### src/rtl/isp_host_seq.sv
module isp_host_seq #(
  parameter int HALF_CYC   = 4,
  parameter int RST_CYC    = 4,
  parameter int PWRUP_CYC  = 2_500_000,
  parameter int WRITE_CYC  = 562_500,
  parameter int PAGE_WORDS = 32,
  parameter int PG_W       = 7,
  parameter int MAX_TRIES  = 4,
  parameter int NP_W       = 8
)(
  input  logic            clk,
  input  logic            rst_n,
  input  logic            start,
  input  logic [PG_W-1:0] page_addr,
  input  logic [NP_W-1:0] n_pages,
  input  logic            word_valid,
  output logic            word_ready,
  input  logic [15:0]     word_data,
  output logic            sck,
  output logic            mosi,
  output logic            tgt_reset,
  input  logic            miso,
  output logic            busy,
  output logic            done,
  output logic            error
);
  typedef enum logic [2:0] {S_IDLE, S_PULSE, S_PWAIT, S_GET, S_XFER, S_EVAL, S_WWAIT} st_t;
  typedef enum logic [1:0] {K_EN, K_LO, K_HI, K_WR} kind_t;

  localparam int WB    = $clog2(PAGE_WORDS);
  localparam int AW    = PG_W + WB;
  localparam int TA    = (PWRUP_CYC > WRITE_CYC) ? PWRUP_CYC : WRITE_CYC;
  localparam int TB    = (HALF_CYC > RST_CYC) ? HALF_CYC : RST_CYC;
  localparam int TMAX  = (TA > TB) ? TA : TB;
  localparam int TMR_W = $clog2(TMAX + 1);
  localparam int TRY_W = $clog2(MAX_TRIES + 1);
  localparam logic [7:0]  SYNC_ECHO = 8'h53;
  localparam logic [31:0] EN_INSTR  = 32'hAC53_0000;
  localparam logic [TMR_W-1:0] T_HALF = TMR_W'(HALF_CYC - 1);
  localparam logic [TMR_W-1:0] T_RST  = TMR_W'(RST_CYC - 1);
  localparam logic [TMR_W-1:0] T_PWR  = TMR_W'(PWRUP_CYC - 1);
  localparam logic [TMR_W-1:0] T_WR   = TMR_W'(WRITE_CYC - 1);
  localparam logic [TRY_W-1:0] LAST_TRY = TRY_W'(MAX_TRIES - 1);
  localparam logic [WB-1:0]    LAST_W   = WB'(PAGE_WORDS - 1);

  st_t              st;
  kind_t            kind;
  logic [TMR_W-1:0] tmr;
  logic [4:0]       bitn;
  logic [31:0]      txsr;
  logic [7:0]       rxsr, echo;
  logic [TRY_W-1:0] tries;
  logic [PG_W-1:0]  page;
  logic [NP_W-1:0]  left;
  logic [WB-1:0]    widx;
  logic [15:0]      wd;
  logic [AW-1:0]    wa;
  logic [15:0]      wa16;
  logic             tz;

  assign wa         = {page, {WB{1'b0}}};
  assign wa16       = 16'(wa);
  assign tz         = (tmr == '0);
  assign word_ready = (st == S_GET);
  assign busy       = (st != S_IDLE);
  assign mosi       = (st == S_XFER) & txsr[31];

  always_ff @(posedge clk) begin
    if (!rst_n) begin
      st <= S_IDLE; kind <= K_EN; tmr <= '0; bitn <= '0; txsr <= '0;
      rxsr <= '0; echo <= '0; tries <= '0; page <= '0; left <= '0;
      widx <= '0; wd <= '0; sck <= 1'b0; tgt_reset <= 1'b0;
      done <= 1'b0; error <= 1'b0;
    end else begin
      case (st)
        S_IDLE: if (start) begin
          done <= 1'b0; error <= 1'b0; tries <= '0;
          page <= page_addr; left <= n_pages; widx <= '0;
          tgt_reset <= 1'b1; tmr <= T_RST; st <= S_PULSE;
        end
        S_PULSE: if (tz) begin
          tgt_reset <= 1'b0; tmr <= T_PWR; st <= S_PWAIT;
        end else tmr <= tmr - 1'b1;
        S_PWAIT: if (tz) begin
          txsr <= EN_INSTR; kind <= K_EN; bitn <= '0; tmr <= T_HALF; st <= S_XFER;
        end else tmr <= tmr - 1'b1;
        S_GET: if (word_valid) begin
          wd <= word_data;
          txsr <= {8'h40, 8'h00, 8'(widx), word_data[7:0]};
          kind <= K_LO; bitn <= '0; tmr <= T_HALF; st <= S_XFER;
        end
        S_XFER: if (!tz) tmr <= tmr - 1'b1;
        else begin
          tmr <= T_HALF;
          if (!sck) begin
            sck  <= 1'b1;
            rxsr <= {rxsr[6:0], miso};
            if (bitn == 5'd23) echo <= {rxsr[6:0], miso};
          end else begin
            sck  <= 1'b0;
            txsr <= {txsr[30:0], 1'b0};
            bitn <= bitn + 1'b1;
            if (bitn == 5'd31) st <= S_EVAL;
          end
        end
        S_EVAL: case (kind)
          K_EN: if (echo == SYNC_ECHO) begin
            if (left == '0) begin
              tgt_reset <= 1'b1; done <= 1'b1; st <= S_IDLE;
            end else st <= S_GET;
          end else if (tries == LAST_TRY) begin
            error <= 1'b1; tgt_reset <= 1'b1; st <= S_IDLE;
          end else begin
            tries <= tries + 1'b1; tgt_reset <= 1'b1; tmr <= T_RST; st <= S_PULSE;
          end
          K_LO: begin
            txsr <= {8'h48, 8'h00, 8'(widx), wd[15:8]};
            kind <= K_HI; tmr <= T_HALF; st <= S_XFER;
          end
          K_HI: if (widx == LAST_W) begin
            txsr <= {8'h4C, wa16[15:8], wa16[7:0], 8'h00};
            kind <= K_WR; tmr <= T_HALF; st <= S_XFER;
          end else begin
            widx <= widx + 1'b1; st <= S_GET;
          end
          default: begin tmr <= T_WR; st <= S_WWAIT; end
        endcase
        S_WWAIT: if (tz) begin
          widx <= '0; page <= page + 1'b1; left <= left - 1'b1;
          if (left == NP_W'(1)) begin
            tgt_reset <= 1'b1; done <= 1'b1; st <= S_IDLE;
          end else st <= S_GET;
        end else tmr <= tmr - 1'b1;
        default: st <= S_IDLE;
      endcase
    end
  end

  initial a_r4_half_min: assert (HALF_CYC >= 3);

  a_r2_sck_low_in_reset: assert property (@(posedge clk) disable iff (!rst_n)
    tgt_reset |-> !sck);
  a_r4_mosi_hold: assert property (@(posedge clk) disable iff (!rst_n)
    (sck && $past(sck)) |-> $stable(mosi));
  a_r7_ready_quiet: assert property (@(posedge clk) disable iff (!rst_n)
    word_ready |-> (!sck && !tgt_reset && !mosi));
  a_r10_done_release: assert property (@(posedge clk) disable iff (!rst_n)
    done |-> (tgt_reset && !busy));
  a_r6_err_excl: assert property (@(posedge clk) disable iff (!rst_n)
    error |-> (!done && tgt_reset));
  a_r4_sck_fall_gap: assert property (@(posedge clk) disable iff (!rst_n)
    $fell(sck) |=> !sck);
endmodule

### config.mk
export PLATFORM = sky130hd
export DESIGN_NAME = isp_host_seq
export DESIGN_NICKNAME = d
export VERILOG_FILES = /design/src/rtl/isp_host_seq.sv
export SDC_FILE = /design/constraint.sdc
export NUM_CORES = 1
export LEC_CHECK = 0
export BUFFER_PORTS_ARGS = -buffer_cell sky130_fd_sc_hd__buf_2
export CORE_AREA = 2 2 97 109
export DETAILED_ROUTE_END_ITERATION = 8
export DIE_AREA = 0 0 99 111
export GPL_TIMING_DRIVEN = 0
export HOLD_SLACK_MARGIN = 0.05
export PLACE_DENSITY = 0.75
export SLEW_MARGIN = 40
export SYNTH_ARGS = -nofsm -noshare
export SYNTH_HDL_FRONTEND = slang
export SYNTH_SLANG_ARGS = --single-unit
### constraint.sdc
create_clock -name clk -period 2.7 [get_ports clk]
set_input_delay 0.135 -clock clk [delete_from_list [all_inputs] [get_ports clk]]
set_output_delay 0.135 -clock clk [all_outputs]
set_load 0.05 [all_outputs]
* Word-level counts from Yosys, hierarchy flattened
Cells that the tools add are included.
Operators by class: $add $sub $neg 6, eq/ne operators 37, muxes and demuxes 74, bitwise operators 2, reductions and logical operators 29
Operators by type and width (number):
- two-way mux 22 bit | 8
- two-way mux 32 bit | 5
- one-hot mux 22 bit (6 select lines) | 1
- one-hot mux 32 bit (4 select lines) | 1
- one-hot mux 22 bit (3 select lines) | 1
- one-hot mux 32 bit (2 select lines) | 1
- two-way mux 3 bit | 14
- two-way mux 5 bit | 7
- != test 2 bit (second input constant) | 16
- one-hot mux 5 bit (3 select lines) | 2
- AND reduction 7 bit | 4
- AND reduction 5 bit | 5
- logical NOT 22 bit | 1
- subtractor 22 x 1 -> 22 bit (second input constant) | 1
- one-hot mux 3 bit (7 select lines) | 1
- two-way mux 8 bit | 2
- one-hot mux 8 bit (2 select lines) | 1
- == test 5 bit (second input constant) | 3
- two-way mux 1 bit | 15
- two-way mux 7 bit | 2
- one-hot mux 7 bit (2 select lines) | 1
- != test 3 bit (second input constant) | 4
- nonzero test 3 bit | 4
- adder 5 x 1 -> 5 bit (second input constant) | 2
- 33 further kinds | 46
Word-level totals: bits in registers 122, bits of input ports 36, output and inout bits 7

* Logic depth before layout (Yosys ltp)
depth in word-level cells 5, mapped depth 12, depth with buffers taken out 10

* Worst setup path after synthesis
No wires, ideal clock.
kind register to register, from register tmr[3], to register echo[0], data arrival time 2.377 ns, path slack 0.195 ns, cell stages (with the launch flop) 9, path buffers 1, clock period less this slack 2.505 ns, path through dfxtp_1 -> or4_4 -> nor4_4 -> nand2_2 -> nor3_4 -> and4bb_2 -> buf_4 -> mux2i_1 -> nor2_1
Between the ends: word-level cells in the longest chain between the ends 2
RTL lines:
- start: declaration | RTL line 48 | logic [TMR_W-1:0] tmr;
- start signal: assignment | RTL line 83 | end else tmr <= tmr - 1'b1;
- start signal: assignment | RTL line 86 | end else tmr <= tmr - 1'b1;
- start signal: assignment | RTL line 92 | S_XFER: if (!tz) tmr <= tmr - 1'b1;
- logical NOT 22 bit | RTL line 63 | assign tz = (tmr == '0);
- AND reduction 4 bit (no line)
- end signal: assignment | RTL line 98 | if (bitn == 5'd23) echo <= {rxsr[6:0], miso};
- end: declaration | RTL line 51 | logic [7:0] rxsr, echo;
Every way passes these cells. A chain may end at the register's enable or synchronous reset.

* Final worst setup path
from register tmr[4], to register echo[6]
The elaborated chain is that of the path after synthesis.

==> out/qor.json <==
{
  "synth.distinct_cells": {"value": 56},
  "critical_path.n_buffers_inverters": {"value": 2},
  "postSynthCellCount": {"value": 749},
  "arrival": {"value": 2.91, "unit": "ns"},
  "drt_pass1_iterations": {"value": 5},
  "initial_utilization": {"value": 58.1, "unit": "%"},
  "routed-via-count": {"value": 6091},
  "antenna_cells": {"value": 0},
  "cts.sink_count": {"value": 114},
  "leakage": {"value": 0.00263, "unit": "µW"},
  "clkTransAtPathRegs": {"value": 0.05, "unit": "ns"},
  "drc": {"value": 0},
  "dpl.cell_count": {"value": 914},
  "setup-tns-final": {"value": 0, "unit": "ns"},
  "timing.critical_path.from_type": {"value": "flip-flop"},
  "cp.required": {"value": 2.98, "unit": "ns"},
  "post-route-util": {"value": 70.6, "unit": "%"},
  "synth_edf_count": {"value": 0},
  "setup.worst_path.class": {"value": "flip-flop to flip-flop"},
  "ff2ff_setup_slack": {"value": 0.07, "unit": "ns"},
  "worst_path_max_delay_cell": {"value": "or4_4"},
  "hpwl": {"value": 11800, "unit": "µm"},
  "timing.final.hold_violations": {"value": 0},
  "power_density": {"value": 1190, "unit": "mW/mm²"},
  "gpl.final_weighted_congestion": {"value": 1.01},
  "grt_start_max_net_pins": {"value": 17},
  "dpl-instance-area": {"value": 0.00618, "unit": "mm²"},
  "timing.max_cap.violations": {"value": 0},
  "setup_violations": {"value": 0},
  "critical_path.cell_chain": {"value": "or4_4 > nor4_4 > nand2_2 > buf_4 > nor3_4 > and4bb_2 > buf_8 > mux2i_1 > nor2_1"},
  "worst_pin_slew": {"value": 0.836, "unit": "ns"},
  "finalNetCount": {"value": 871},
  "coreArea": {"value": 0.0100, "unit": "mm²"},
  "crit_path_end_kind": {"value": "flip-flop"},
  "layout_worst_path_cycle_share": {"value": 97.5, "unit": "%"},
  "die_w": {"value": 99, "unit": "µm"},
  "drive_gt1_share": {"value": 14.0, "unit": "%"},
  "path_delay_family": {"value": "simple AND/OR/NAND/NOR gates"},
  "max-slew-margin-rel": {"value": 43.8, "unit": "%"},
  "rows": {"value": 39},
  "wirelength": {"value": 17200, "unit": "µm"},
  "syn_to_final_growth": {"value": 21.6, "unit": "%"},
  "fin_worst_skew": {"value": 0.00753, "unit": "ns"},
  "final_antenna_net_count": {"value": 0},
  "grt_remaining_overflow": {"value": 0},
  "initialDrtViolationCount": {"value": 815},
  "synth_seq_cells": {"value": 114},
  "syn_nets": {"value": 796},
  "grt_pass1_vias": {"value": 5689},
  "viasPerCell": {"value": 6.35},
  "fmaxAchievable": {"value": 380, "unit": "MHz"},
  "number_of_cts_inserted_buffers": {"value": 17},
  "netlist_area_before_placement": {"value": 0.00581, "unit": "mm²"},
  "outcome": {"value": "complete, no violations"},
  "cts.path.max_buffers": {"value": 2},
  "clock-root-buffer": {"value": "clkbuf_16"},
  "portion_of_the_post_synthesis_area_used_by_sequential_elements": {"value": 39.3, "unit": "%"},
  "critical-path-max-stage-delay": {"value": 0.56, "unit": "ns"},
  "finalWorstSetupSlack": {"value": 0.0682, "unit": "ns"},
  "place_ws": {"value": -0.247, "unit": "ns"},
  "avgSynthCellArea": {"value": 7.76, "unit": "µm²"},
  "clock_insertion_delay_worst_skew": {"value": 0.41, "unit": "ns"},
  "asyncSetResetFlopFracSynth": {"value": 0, "unit": "%"},
  "design.die.area": {"value": 0.0110, "unit": "mm²"},
  "final-instance-count-excl-fill": {"value": 959},
  "ys.flop_type": {"value": "dfxtp_1"},
  "slew_violations": {"value": 0},
  "portBuffers": {"value": 42},
  "finalCriticalPeriod": {"value": 2.63, "unit": "ns"},
  "top_level_ports": {"value": 43},
  "cts_h_tree_depth": {"value": 4},
  "wl_per_cell": {"value": 17.9, "unit": "µm"},
  "grt_first_pass_wirelength": {"value": 27400, "unit": "µm"},
  "cts_tree": {"value": "built"},
  "worst-path-max-fanout": {"value": 8},
  "synth-warning-count": {"value": 0},
  "grt_antenna_before_repair": {"value": 0},
  "dieHeight": {"value": 111, "unit": "µm"},
  "hp-class": {"value": "input port to flip-flop"},
  "total_routing_resource_utilization_after_global_routing": {"value": 30.7, "unit": "%"},
  "ir_worst_vdd": {"value": 0.000515, "unit": "V"},
  "final_design_area_no_fill": {"value": 0.00707, "unit": "mm²"}
}
[synthesized netlist by cell type, types with 9 or more instances]
cell type  count  area [µm²]
a21oi_1       72         360
nor2_1        98         368
inv_1         19        71.3
a211oi_1      32         240
nand2b_1       9        56.3
mux2i_1       18         180
nor3_1        16        80.1
nand3_1       27         135
a22oi_1       14         105
dfxtp_1      114        2280
or3_1         13        81.3
clkbuf_1      41         154
nand2_1       83         312
o21ai_0       53         265
ha_1          11         138
a31oi_1       15        93.8
[registers in the layout, indices dropped and copies added, names as in the netlist]
name / cells
bitn: 5
done: 1
echo: 8
error: 1
kind: 2
left: 8
page: 7
rxsr: 7
sck: 1
st: 3
tgt_reset: 1
tmr: 22
tries: 3
txsr: 32
wd: 8
widx: 5
[per-stage QoR]
stage | hold slack (ns) | power, µW
after floorplan | 0.271 | 4850
after CTS | 0.0676 | 8190
final | 0.0702 | 8430
after detailed placement | 0.386 | 5720
after global placement | 0.377 | 5650
after global routing | 0.0910 | 8880
[metal layers]
metal | up-vias | global-route usage, % | wire length [µm]
met4 | 0 | 12.5 | 568
li1 | 2874 | - | -
met2 | 296 | 49.4 | 8210
met1 | 2862 | 39.7 | 7080
met3 | 59 | 7.06 | 1320
met5 | - | 0 | 0
[kinds of logic (layout without fill, tap and decap cells)]
logic type	count (synthesis)	in the layout	synth area share, %
AND/OR/NAND/NOR	295	295	24.1
AO/OA/AOI/OAI	237	237	25.7
flip-flops	114	114	39.3
buffers and inverters	68	155	4.56
multiplexers	18	18	3.10
adder cells (fa/ha/maj)	11	11	2.37
XOR/XNOR	6	6	0.904
[final timing paths]
| kind | cells past startpoint | endpoint | start |
|---|---|---|---|
| hold / removal | 3 | left[1]$_SDFFE_PN0P_ | n_pages[1] |
| setup reg to reg | 9 | echo[6]$_SDFFE_PN0P_ | tmr[4]$_SDFFE_PN0P_ |
| setup / recovery | 9 | echo[6]$_SDFFE_PN0P_ | tmr[4]$_SDFFE_PN0P_ |
| hold reg to reg | 2 | tgt_reset$_SDFFE_PN0P_ | tgt_reset$_SDFFE_PN0P_ |
[tightest hold or removal path, delay by kind of cell]
| kind | cells | cell delay, ns |
|---|---|---|
| AOI/OAI and AO/OA | 2 | 0.23 |
| buffers and inverters | 1 | 0.08 |
[layout by cell type (no fill, tap or decap), types with 5 or more instances in the layout]
cell type / count
a211oi_1: 29
a21o_1: 6
a21oi_1: 72
a222oi_1: 8
a22oi_1: 14
a311oi_1: 5
a31oi_1: 15
and2_1: 7
and3_1: 7
buf_2: 43
buf_4: 7
clkbuf_1: 34
clkbuf_16: 17
clkbuf_2: 5
dfxtp_1: 111
dlygate4sd3_1: 11
ha_1: 9
inv_1: 19
mux2i_1: 18
nand2_1: 83
nand2b_1: 9
nand3_1: 27
nor2_1: 94
nor3_1: 15
nor4_1: 8
o21ai_0: 50
o22ai_1: 5
o31ai_1: 7
or3_1: 12
[power by group]
| group | switching (µW) | leakage [µW] | internal [µW] |
|---|---|---|---|
| Combinational | 2430 | 0.00141 | 1310 |
| Clock | 771 | 0.000293 | 1560 |
| Sequential | 312 | 0.000927 | 2050 |
[layout make-up]
cell class,instances,area (µm²)
clock inverter,10,159
inverter,19,71.3
fill,846,2940
tap,123,154
multi-input combinational,567,3350
sequential,114,2290
timing repair buffer,57,354
clock buffer,21,450
buffer,48,240
[what timing repair did]
action	in CTS	in global routing
setup endpoints to repair	74	78
gates resized for setup	22	36
pin swaps	4	5
setup buffers	3	1
hold endpoints to repair	12	0
hold buffers	11	0
Note: power is estimated with default switching activity, not from simulation.
